## config.mk

```make
export PLATFORM = sky130hd
export DESIGN_NAME = aal5_frame_crc
export DESIGN_NICKNAME = d
export VERILOG_FILES = /design/src/rtl/aal5_pkg.sv /design/src/rtl/aal5_crc_step.sv /design/src/rtl/aal5_cell_pos.sv /design/src/rtl/aal5_trailer_mux.sv /design/src/rtl/aal5_frame_crc.sv
export SDC_FILE = /design/constraint.sdc
export NUM_CORES = 1
export LEC_CHECK = 0
export ABC_AREA = 1
export CORE_UTILIZATION = 35
export DETAILED_ROUTE_END_ITERATION = 6
export REMOVE_ABC_BUFFERS = 1
export SYNTH_ARGS = -nofsm -noshare
export SYNTH_HDL_FRONTEND = slang
export SYNTH_HIERARCHICAL = 1
export SYNTH_SLANG_ARGS = --single-unit
```

## constraint.sdc

```tcl
create_clock -name clk -period 2.8 [get_ports clk]
set_input_delay 0.42 -clock clk [delete_from_list [all_inputs] [get_ports clk]]
set_output_delay 0.42 -clock clk [all_outputs]
set_load 0.02 [all_outputs]
```

## src/rtl/aal5_pkg.sv

```systemverilog
// Package: shared constants and state type for the cell-aligned frame builder.
// Assumes a 32-bit CRC, processed most significant bit first.
package aal5_pkg;
    localparam logic [31:0] CRC_POLY    = 32'h04C1_1DB7;
    localparam logic [31:0] CRC_INIT    = 32'hFFFF_FFFF;
    localparam logic [31:0] CRC_RESIDUE = 32'hC704_DD7B;

    typedef enum logic [1:0] {
        ST_DATA  = 2'd0,
        ST_PAD   = 2'd1,
        ST_TRAIL = 2'd2
    } frm_state_e;
endpackage

```

## src/rtl/aal5_crc_step.sv

```systemverilog
// Module: combinational CRC-32 advance by DATA_W bits, MSB of data first.
// Assumes the register shifts toward bit 31 and the caller registers the result.
module aal5_crc_step #(
    parameter int          DATA_W = 8,
    parameter logic [31:0] POLY   = aal5_pkg::CRC_POLY
) (
    input  logic [31:0]       crc_in,
    input  logic [DATA_W-1:0] data_in,
    output logic [31:0]       crc_out
);
    logic [31:0] acc;

    // Fold the data bits one at a time, earliest (highest) bit first.
    always_comb begin
        acc = crc_in;
        for (int i = DATA_W - 1; i >= 0; i--) begin
            if (acc[31] ^ data_in[i])
                acc = {acc[30:0], 1'b0} ^ POLY;
            else
                acc = {acc[30:0], 1'b0};
        end
        crc_out = acc;
    end
endmodule

```

## src/rtl/aal5_cell_pos.sv

```systemverilog
// Module: tracks the payload position within a cell and works out the pad.
// Assumes TRAIL_BYTES <= CELL_BYTES; pad_after is valid for a byte being
// accepted now, as if it were the last one of the frame.
module aal5_cell_pos #(
    parameter int CELL_BYTES  = 48,
    parameter int TRAIL_BYTES = 8,
    localparam int POS_W      = $clog2(CELL_BYTES)
) (
    input  logic             clk,
    input  logic             rst_n,
    input  logic             bump,
    input  logic             clear,
    output logic [POS_W-1:0] pad_after
);
    localparam int HEAD = CELL_BYTES - TRAIL_BYTES;

    logic [POS_W-1:0] pos_q;
    logic [POS_W-1:0] pos_nx;

    // Position after the byte now being accepted, wrapping at a cell.
    always_comb begin
        pos_nx = (pos_q == POS_W'(CELL_BYTES - 1)) ? '0 : pos_q + 1'b1;
    end

    // Pad length that brings the payload plus trailer to a cell boundary.
    always_comb begin
        if (int'(pos_nx) <= HEAD)
            pad_after = POS_W'(HEAD - int'(pos_nx));
        else
            pad_after = POS_W'(HEAD + CELL_BYTES - int'(pos_nx));
    end

    // Count payload bytes modulo the cell size; reset at each frame end.
    always_ff @(posedge clk) begin
        if (!rst_n || clear) pos_q <= '0;
        else if (bump)       pos_q <= pos_nx;
    end


    pad_range_chk: assert property (@(posedge clk) disable iff (!rst_n)
        int'(pad_after) < CELL_BYTES);
endmodule

```

## src/rtl/aal5_trailer_mux.sv

```systemverilog
// Module: selects the trailer byte for a given trailer index.
// Assumes the index stays below the trailer size; CRC bytes are sent complemented.
module aal5_trailer_mux #(
    parameter int LEN_W        = 16,
    localparam int TRAIL_BYTES = 2 + LEN_W / 8 + 4,
    localparam int IDX_W       = $clog2(TRAIL_BYTES)
) (
    input  logic [IDX_W-1:0] idx,
    input  logic [7:0]       uu,
    input  logic [7:0]       cpi,
    input  logic [LEN_W-1:0] len,
    input  logic [31:0]      crc,
    output logic [7:0]       byte_out,
    output logic             covered
);
    logic [TRAIL_BYTES*8-1:0] fields;

    // Pack the trailer in send order, first byte in the top bits.
    always_comb begin
        fields = {uu, cpi, len, ~crc};
    end

    // Pick one byte; bytes before the CRC are covered by the CRC.
    always_comb begin
        byte_out = fields[(TRAIL_BYTES - 1 - int'(idx)) * 8 +: 8];
        covered  = int'(idx) < TRAIL_BYTES - 4;
    end
endmodule

```

## src/rtl/aal5_frame_crc.sv

```systemverilog
// Module: builds cell-aligned frames with pad and trailer CRC, or checks
// received frames against the CRC residue. Payload passes through with no
// buffering. Assumes check_mode is constant within a frame and that the
// source holds in_valid and in_data while in_ready is low.
module aal5_frame_crc #(
    parameter int CELL_BYTES = 48,
    parameter int LEN_W      = 16
) (
    input  logic       clk,
    input  logic       rst_n,
    input  logic       check_mode,
    input  logic       in_valid,
    input  logic [7:0] in_data,
    input  logic       in_last,
    output logic       in_ready,
    input  logic [7:0] uu_in,
    input  logic [7:0] cpi_in,
    output logic       out_valid,
    output logic [7:0] out_data,
    output logic       out_last,
    input  logic       out_ready,
    output logic       chk_done,
    output logic       crc_error
);
    import aal5_pkg::*;

    localparam int TRAIL_BYTES = 2 + LEN_W / 8 + 4;
    localparam int IDX_W       = $clog2(TRAIL_BYTES);
    localparam int POS_W       = $clog2(CELL_BYTES);

    frm_state_e       state_q;
    logic [31:0]      crc_q;
    logic [31:0]      crc_nx;
    logic [LEN_W-1:0] len_q;
    logic [7:0]       uu_q;
    logic [7:0]       cpi_q;
    logic [POS_W-1:0] pad_q;
    logic [POS_W-1:0] pad_after;
    logic [IDX_W-1:0] tidx_q;
    logic [7:0]       trl_byte;
    logic             trl_cov;
    logic [7:0]       step_byte;
    logic             take_in;
    logic             fire_out;
    logic             chk_done_q;
    logic             crc_err_q;

    // Handshake and data routing per state.
    always_comb begin
        in_ready  = 1'b0;
        out_valid = 1'b0;
        out_data  = 8'h00;
        out_last  = 1'b0;
        case (state_q)
            ST_DATA: begin
                if (check_mode) begin
                    in_ready = 1'b1;
                end else begin
                    in_ready  = out_ready;
                    out_valid = in_valid;
                    out_data  = in_data;
                end
            end
            ST_PAD: begin
                out_valid = 1'b1;
            end
            ST_TRAIL: begin
                out_valid = 1'b1;
                out_data  = trl_byte;
                out_last  = (tidx_q == IDX_W'(TRAIL_BYTES - 1));
            end
            default: ;
        endcase
    end

    // Transfer strobes and the byte fed to the CRC engine.
    always_comb begin
        take_in   = in_valid && in_ready;
        fire_out  = out_valid && out_ready;
        step_byte = (state_q == ST_DATA) ? in_data : out_data;
    end

    aal5_crc_step #(.DATA_W(8), .POLY(CRC_POLY)) u_step (
        .crc_in  (crc_q),
        .data_in (step_byte),
        .crc_out (crc_nx)
    );

    aal5_cell_pos #(.CELL_BYTES(CELL_BYTES), .TRAIL_BYTES(TRAIL_BYTES)) u_pos (
        .clk       (clk),
        .rst_n     (rst_n),
        .bump      (state_q == ST_DATA && take_in && !in_last),
        .clear     (state_q == ST_DATA && take_in && in_last),
        .pad_after (pad_after)
    );

    aal5_trailer_mux #(.LEN_W(LEN_W)) u_trl (
        .idx      (tidx_q),
        .uu       (uu_q),
        .cpi      (cpi_q),
        .len      (len_q),
        .crc      (crc_q),
        .byte_out (trl_byte),
        .covered  (trl_cov)
    );

    // Frame sequencer: payload, pad, trailer, and CRC bookkeeping.
    always_ff @(posedge clk) begin
        if (!rst_n) begin
            state_q    <= ST_DATA;
            crc_q      <= CRC_INIT;
            len_q      <= '0;
            uu_q       <= '0;
            cpi_q      <= '0;
            pad_q      <= '0;
            tidx_q     <= '0;
            chk_done_q <= 1'b0;
            crc_err_q  <= 1'b0;
        end else begin
            chk_done_q <= 1'b0;
            crc_err_q  <= 1'b0;
            case (state_q)
                ST_DATA: begin
                    if (take_in) begin
                        if (!in_last) begin
                            crc_q <= crc_nx;
                            len_q <= len_q + 1'b1;
                        end else if (check_mode) begin
                            chk_done_q <= 1'b1;
                            crc_err_q  <= (crc_nx != CRC_RESIDUE);
                            crc_q      <= CRC_INIT;
                            len_q      <= '0;
                        end else begin
                            crc_q   <= crc_nx;
                            len_q   <= len_q + 1'b1;
                            uu_q    <= uu_in;
                            cpi_q   <= cpi_in;
                            pad_q   <= pad_after;
                            tidx_q  <= '0;
                            state_q <= (pad_after == '0) ? ST_TRAIL : ST_PAD;
                        end
                    end
                end
                ST_PAD: begin
                    if (fire_out) begin
                        crc_q <= crc_nx;
                        pad_q <= pad_q - 1'b1;
                        if (pad_q == POS_W'(1)) state_q <= ST_TRAIL;
                    end
                end
                ST_TRAIL: begin
                    if (fire_out) begin
                        if (trl_cov) crc_q <= crc_nx;
                        tidx_q <= tidx_q + 1'b1;
                        if (out_last) begin
                            state_q <= ST_DATA;
                            crc_q   <= CRC_INIT;
                            len_q   <= '0;
                        end
                    end
                end
                default: state_q <= ST_DATA;
            endcase
        end
    end

    // Drive the check-mode result ports from their registers.
    always_comb begin
        chk_done  = chk_done_q;
        crc_error = crc_err_q;
    end


    stall_hold_chk: assert property (@(posedge clk) disable iff (!rst_n)
        out_valid && !out_ready |=> out_valid && $stable(out_data));


    in_block_chk: assert property (@(posedge clk) disable iff (!rst_n)
        in_valid && in_ready && in_last && !check_mode |=> !in_ready);


    last_valid_chk: assert property (@(posedge clk) disable iff (!rst_n)
        out_last |-> out_valid);


    chk_quiet_chk: assert property (@(posedge clk) disable iff (!rst_n)
        state_q == ST_DATA && check_mode |-> !out_valid);


    done_cause_chk: assert property (@(posedge clk) disable iff (!rst_n)
        chk_done |-> $past(in_valid && in_ready && in_last && check_mode));


    err_with_done_chk: assert property (@(posedge clk) disable iff (!rst_n)
        crc_error |-> chk_done);
endmodule

```

# Yosys cells after proc, flatten, opt, wreduce, memory -nomap -nowiden
# Index checks and enable logic that the tools add are counted.
# word_totals
reg_bits,83
input_bits,30
output_inout_bits,13
elab_cells,126
# classes
addsub,7
magnitude_cmp,2
n_eq_ne,14
shift,1
n_mux,52
bitwise,18
reduce_logical,22
# op_table
cell,count
two-way mux 32 bit,7
two-way mux 27 bit,8
NOT 14 bit,8
case mux 32 bit (3 select lines),1
two-way mux 16 bit,5
variable part select 64 x 32 -> 8 bit,1
two-way mux 6 bit,6
!= test 32 bit (second input constant),1
NOT 32 bit,1
case mux 16 bit (2 select lines),1
AND reduction 5 bit,4
adder 16 x 1 -> 16 bit (second input constant),1
two-way mux 2 bit,8
two-way mux 8 bit,2
case mux 8 bit (2 select lines),1
!= test 2 bit (second input constant),7
two-way mux 3 bit,4
case mux 6 bit (2 select lines),1
AND reduction 4 bit,3
XOR 1 bit,8
AND reduction 7 bit,1
adder 6 x 1 -> 6 bit (second input constant),1
== test 6 x 1 -> 1 bit (second input constant),1
== test 6 bit (second input constant),1
other kinds (24),34

# Longest topological paths before layout
# logic_depth
depth_word,24
ltp_mapped,27
mapped_depth_nobuf,25

# Modules after synthesis
# The synthesis kept the hierarchy.
# by_module_without_submodules
module,instances,cells_each,area_per_inst_um2,seq_area_each_um2
aal5_frame_crc,1,683,4411.7,1541.5
aal5_crc_step,1,214,1237.4,0.0
aal5_trailer_mux,1,182,815.8,0.0
aal5_cell_pos,1,75,488.0,120.1

# Worst setup path after synthesis
# No wires, ideal clock.
# synth_timing
kind,reg2reg
startpoint,register state_q[0]
endpoint,register crc_err_q (netlist: crc_error)
t_arrival_ps,2666
slack_ps,23
path_stages_with_launch,20
period_less_slack_ps,2777
cell_sequence,dfxtp_1 inv_1 ha_1 buf_6 clkbuf_1 o21ai_0 inv_1 nand2_2 nand2_4 nand2_2 nand2_4 inv_2 nand2_2 nand2_2 xor2_1 nand4_1 nor4_1 nand2_1 nor2_1 nor2_1
# synth_between
elab_cells_between_ends,31
cone_classes,2 x eq/ne; 11 x mux; 15 x bitwise; 3 x reduce/logical
# synth_rtl
item,line_no,text
from (decl),aal5_frame_crc.sv:31,frm_state_e state_q;
from (signal assigned),aal5_frame_crc.sv:140,state_q <= (pad_after == '0) ? ST_TRAIL : ST_PAD;
== test 2 bit or zero test 2 bit (tied branches),"aal5_frame_crc.sv:54, aal5_frame_crc.sv:80",
case mux 8 bit (2 select lines),aal5_frame_crc.sv:54,case (state_q)
two-way mux 8 bit *,aal5_frame_crc.sv:80,step_byte = (state_q == ST_DATA) ? in_data : out_data;
net step_byte[6],aal5_frame_crc.sv:42,logic [7:0] step_byte;
XOR 1 bit *,aal5_crc_step.sv:17,if (acc[31] ^ data_in[i])
two-way mux 27 bit *,aal5_crc_step.sv:17,
XOR 1 bit *,aal5_crc_step.sv:17,
two-way mux 27 bit *,aal5_crc_step.sv:17,
net crc_nx[0],aal5_frame_crc.sv:33,logic [31:0] crc_nx;
!= test 32 bit *,aal5_frame_crc.sv:130,crc_err_q <= (crc_nx != CRC_RESIDUE);
to (signal assigned),aal5_frame_crc.sv:130,
to (decl),aal5_frame_crc.sv:46,logic crc_err_q;
# Mark *: on every way through the listed nets, which the timed path passes. The rest lies on a longest branch.
# A chain may end at the register's enable or synchronous reset.

# Worst setup path in the final report
# layout_timing
startpoint,register tidx_q[0]
endpoint,register crc_err_q (netlist: crc_error)
# layout_between
elab_cells_between_ends,28
cone_classes,1 x add/sub; 1 x eq/ne; 1 x shift; 10 x mux; 15 x bitwise
# layout_rtl
item,line_no,text
from (decl),aal5_frame_crc.sv:39,logic [IDX_W-1:0] tidx_q;
from (signal assigned),aal5_frame_crc.sv:154,tidx_q <= tidx_q + 1'b1;
subtractor 3 x 3 -> 4 bit *,aal5_trailer_mux.sv:25,byte_out = fields[(TRAIL_BYTES - 1 - int'(idx)) * 8 +: 8];
variable part select 64 x 32 -> 8 bit *,aal5_trailer_mux.sv:25,
net trl_byte[7],aal5_frame_crc.sv:40,logic [7:0] trl_byte;
case mux 8 bit (2 select lines) *,aal5_frame_crc.sv:54,
two-way mux 8 bit *,aal5_frame_crc.sv:80,
net step_byte[7],aal5_frame_crc.sv:42,
XOR 1 bit *,aal5_crc_step.sv:17,
two-way mux 27 bit *,aal5_crc_step.sv:17,
(+3 left out),-,
NOT 14 bit (no line),-,
two-way mux 27 bit (2 in series),aal5_crc_step.sv:17,
NOT 14 bit (no line),-,
two-way mux 27 bit,aal5_crc_step.sv:17,
NOT 14 bit (no line),-,
two-way mux 27 bit * (2 in series),aal5_crc_step.sv:17,
net crc_nx[9],aal5_frame_crc.sv:33,
!= test 32 bit *,aal5_frame_crc.sv:130,
# Marks and branches as above.

==> impl_metrics.toml <==
[place]
placed_area_um2 = 8290
port_buffers = 42
place_congestion = 0.905
pre_cts_ws_ps = -247
placed_cells = 1523
place_hpwl_mm = 15.9

[yosys]
avgSynthCellArea_um2 = 6.03
seq_area_frac_synth = 0.239
synth_cell_types = 48
ys_ff_latch = 83
ys_warn_count = 6
synthTopCellsByArea = "dfxtp_1 (24%), nand2_1 (18%), nand3_1 (12%)"
synthArstFlopShare = 0
synthCells = 1154
synth_edf_count = 0
syn-cell-area_um2 = 6950
yosysTopAreaCell = "dfxtp_1"
synth_top_area_frac = 0.239
ys.flop_type = "dfxtp_1"

[sta]
post-route-min-period_ps = 2890
period_share = 1.03
setup_slack_ps = -85.2
timing.hold.ws_ps = 399
max_freq_mhz = 347
fin_skew_ps = 8.28
tightestPinTransition_ps = 543
max_slew_margin = 0.638
drv_slew = 0
final_hold_viol_count = 0
rsz0062_at_grt = "true"
setup_viol = 4

[drt]
wire_per_inst_um = 14.4
drt_wl_total_mm = 22.3
drc = 0
first_pass_iters = 7
ant_nets = 0
drtIter0Drc = 543
vias = 7692
via_per_inst = 4.96

[floorplan]
die_h_um = 143
core-area_um2 = 19500
initial_utilization = 0.357
die_w_um = 143
core.rowCount = 51
die-area_um2 = 20400
io_pins = 43

[clock_tree]
insertion_delay_ps = 350
clockRootBuffer = "clkbuf_16"
clock_sinks = 83
cts_tree = "done"
htreeDepth = 3
clock_path_buffers = 2
cts_buffers = 9
hold_buffers = 0
clkTransAtPathRegs_ps = 70

[finish]
syn_to_final_growth_pct = 31.8
nNetsFinal = 1321
multi_input_comb_area_um2 = 4910
stdcell_area_um2 = 9170
nFillCells = 1963
drive_gt1_frac = 0.237
regArea_um2 = 1670
final_cells = 1551
n_antenna_cell = 0
fin_util = 0.471

[min_path]
min_from = "rst_n"
hold_path_class = "in -> reg"

[critical_path]
crit_top_cell = "nand2_1"
crit_chain = "buf_6 -> nand2_2 -> nand3_1 -> nand2_1 -> nand2_1 -> nand2_1 -> nand2_2 -> o21ai_2 -> buf_6 -> inv_4 -> nand2_2 -> nand2_4 -> buf_4 -> xor2_1 -> xnor2_1 -> inv_1 -> nand2_1 -> nand2_2 -> nor4_2 -> nand2_1 -> nor2_1 -> nor2_1"
endpoint_kind = "flop"
crit_type = "reg -> reg"
crit_path_max_incr_delay_ps = 390
path_max_fanout = 8
cp.arrival_ps = 3130
critPathLaunchType = "flop"
rr_startpoint = "tidx_q[0]$_SDFFE_PN0P_"
worstPathRequired_ps = 3050
crit_slowest_cell = "dfxtp_4"
startpoint = "tidx_q[0]$_SDFFE_PN0P_"

[flow_run]
maxCapViolCount = 0

[grt]
grt_max_degree = 45
grt_antenna_before_repair = 0
grt_pass1_wl_mm = 35.2
grtUsageTotal = 0.220
overflow = 0
grt_pass1_vias = 6917

[power]
p_leak_nw = 4.21
powerDensity_nw_per_um2 = 1400
peakVddDrop_v = 0.000541

[outcome]
violations = "negative setup slack"
status = "complete, but fails checks"
==> final timing paths <==
| path | to | slack, ps | cells past startpoint |
|---|---|---|---|
| worst min-delay path | state_q[0]$_SDFFE_PN0P_ | 400 | 3 |
| worst max register to register | crc_error$_SDFF_PN0_ | -90 | 22 |
| worst max-delay path | crc_error$_SDFF_PN0_ | -90 | 22 |
| worst min register to register | cpi_q[0]$_SDFFE_PN0P_ | 460 | 2 |
==> cell usage after synthesis, types with 14 or more instances <==
cell and number:
nand2_1 340, nand3_1 161, inv_1 110, nor2_1 99
o21ai_0 87, dfxtp_1 83, a21oi_1 45, xor2_1 38
nand2_2 34, clkbuf_1 17, buf_2 16, inv_2 14
==> layout make-up <==
type	instances	area share
tap	265	0.0362
sequential	83	0.182
multi-input combinational	893	0.536
clock buffer	10	0.0250
inverter	127	0.0547
timing repair buffer	167	0.161
clock inverter	6	0.00532
==> power breakdown <==
part           internal (mW)  leakage [nW]  switching, mW  total, mW
logic                   4.31          3.39           5.54       9.85
clock network          0.613         0.138          0.552       1.17
registers               1.46         0.681          0.359       1.82
total                   6.38          4.21           6.45       12.8
==> cell families after synthesis <==
| logic type | count (synthesis) | synth area share |
|---|---|---|
| buffers and inverters | 178 | 0.114 |
| DFF | 83 | 0.239 |
| xor gates and xnor gates | 54 | 0.0745 |
| adders and majority gates | 10 | 0.0180 |
| AOI/OAI and AO/OA | 152 | 0.118 |
| and+or+nand+nor | 677 | 0.436 |
==> flip-flops by register name, indices dropped and copies added, names as in the netlist <==
signal	flops
state_q	2
u_pos/pos_q	6
chk_done	1
tidx_q	3
cpi_q	8
crc_q	32
pad_q	6
uu_q	8
crc_error	1
len_q	16
==> per-stage QoR <==
| stage | setup TNS [ps] | total power [mW] |
|---|---|---|
| 2_1_floorplan | -9770 | 6.93 |
| 3_3_place_gp | -2200 | 10.1 |
| 3_5_place_dp | -1950 | 10.1 |
| 6_report | -132 | 12.8 |
| 4_1_cts | -61.0 | 11.6 |
| 5_1_grt | -3100 | 13.9 |
==> per-layer routing <==
layer | GRT usage | up-vias | share of wire
li1 | - | 3933 | -
met1 | 0.302 | 3533 | 0.47
met2 | 0.356 | 202 | 0.47
met3 | 0.0231 | 24 | 0.041
met4 | 0.0781 | 0 | 0.021
met5 | 0 | - | 0
==> worst max-delay path: cells and delay by family (launching register included) <==
family,cells,cell delay (ps)
simple gates,14,1250
buf+inv,5,560
xor+xnor,2,400
flops,1,390
compound gates,1,160
==> layout by cell type, fill, tap and decap left out, types with 3 or more instances in the layout <==
cell type        instances
nand2_1                303
nand3_1                155
buf_4                  107
inv_1                  104
nor2_1                  97
dfxtp_1                 81
nand2_2                 58
o21ai_0                 47
a21oi_1                 44
o21ai_1                 40
clkdlybuf4s50_1         40
xor2_1                  26
nand2_4                 20
inv_2                   18
buf_6                   12
xor2_2                  12
o21ai_2                 11
nand4_1                  9
ha_1                     9
clkbuf_16                9
xnor2_1                  8
nand3_2                  8
nor2_2                   6
buf_12                   6
nand3b_1                 4
xnor2_2                  4
nor3_1                   3
inv_6                    3
==> repair_timing <==
action | in CTS | in global routing
buffers inserted | 4 | 8
setup endpoints to repair | 23 | 30
pin swaps | 7 | 28
gates resized for setup | 41 | 121
(Power assumes the default switching activity.)
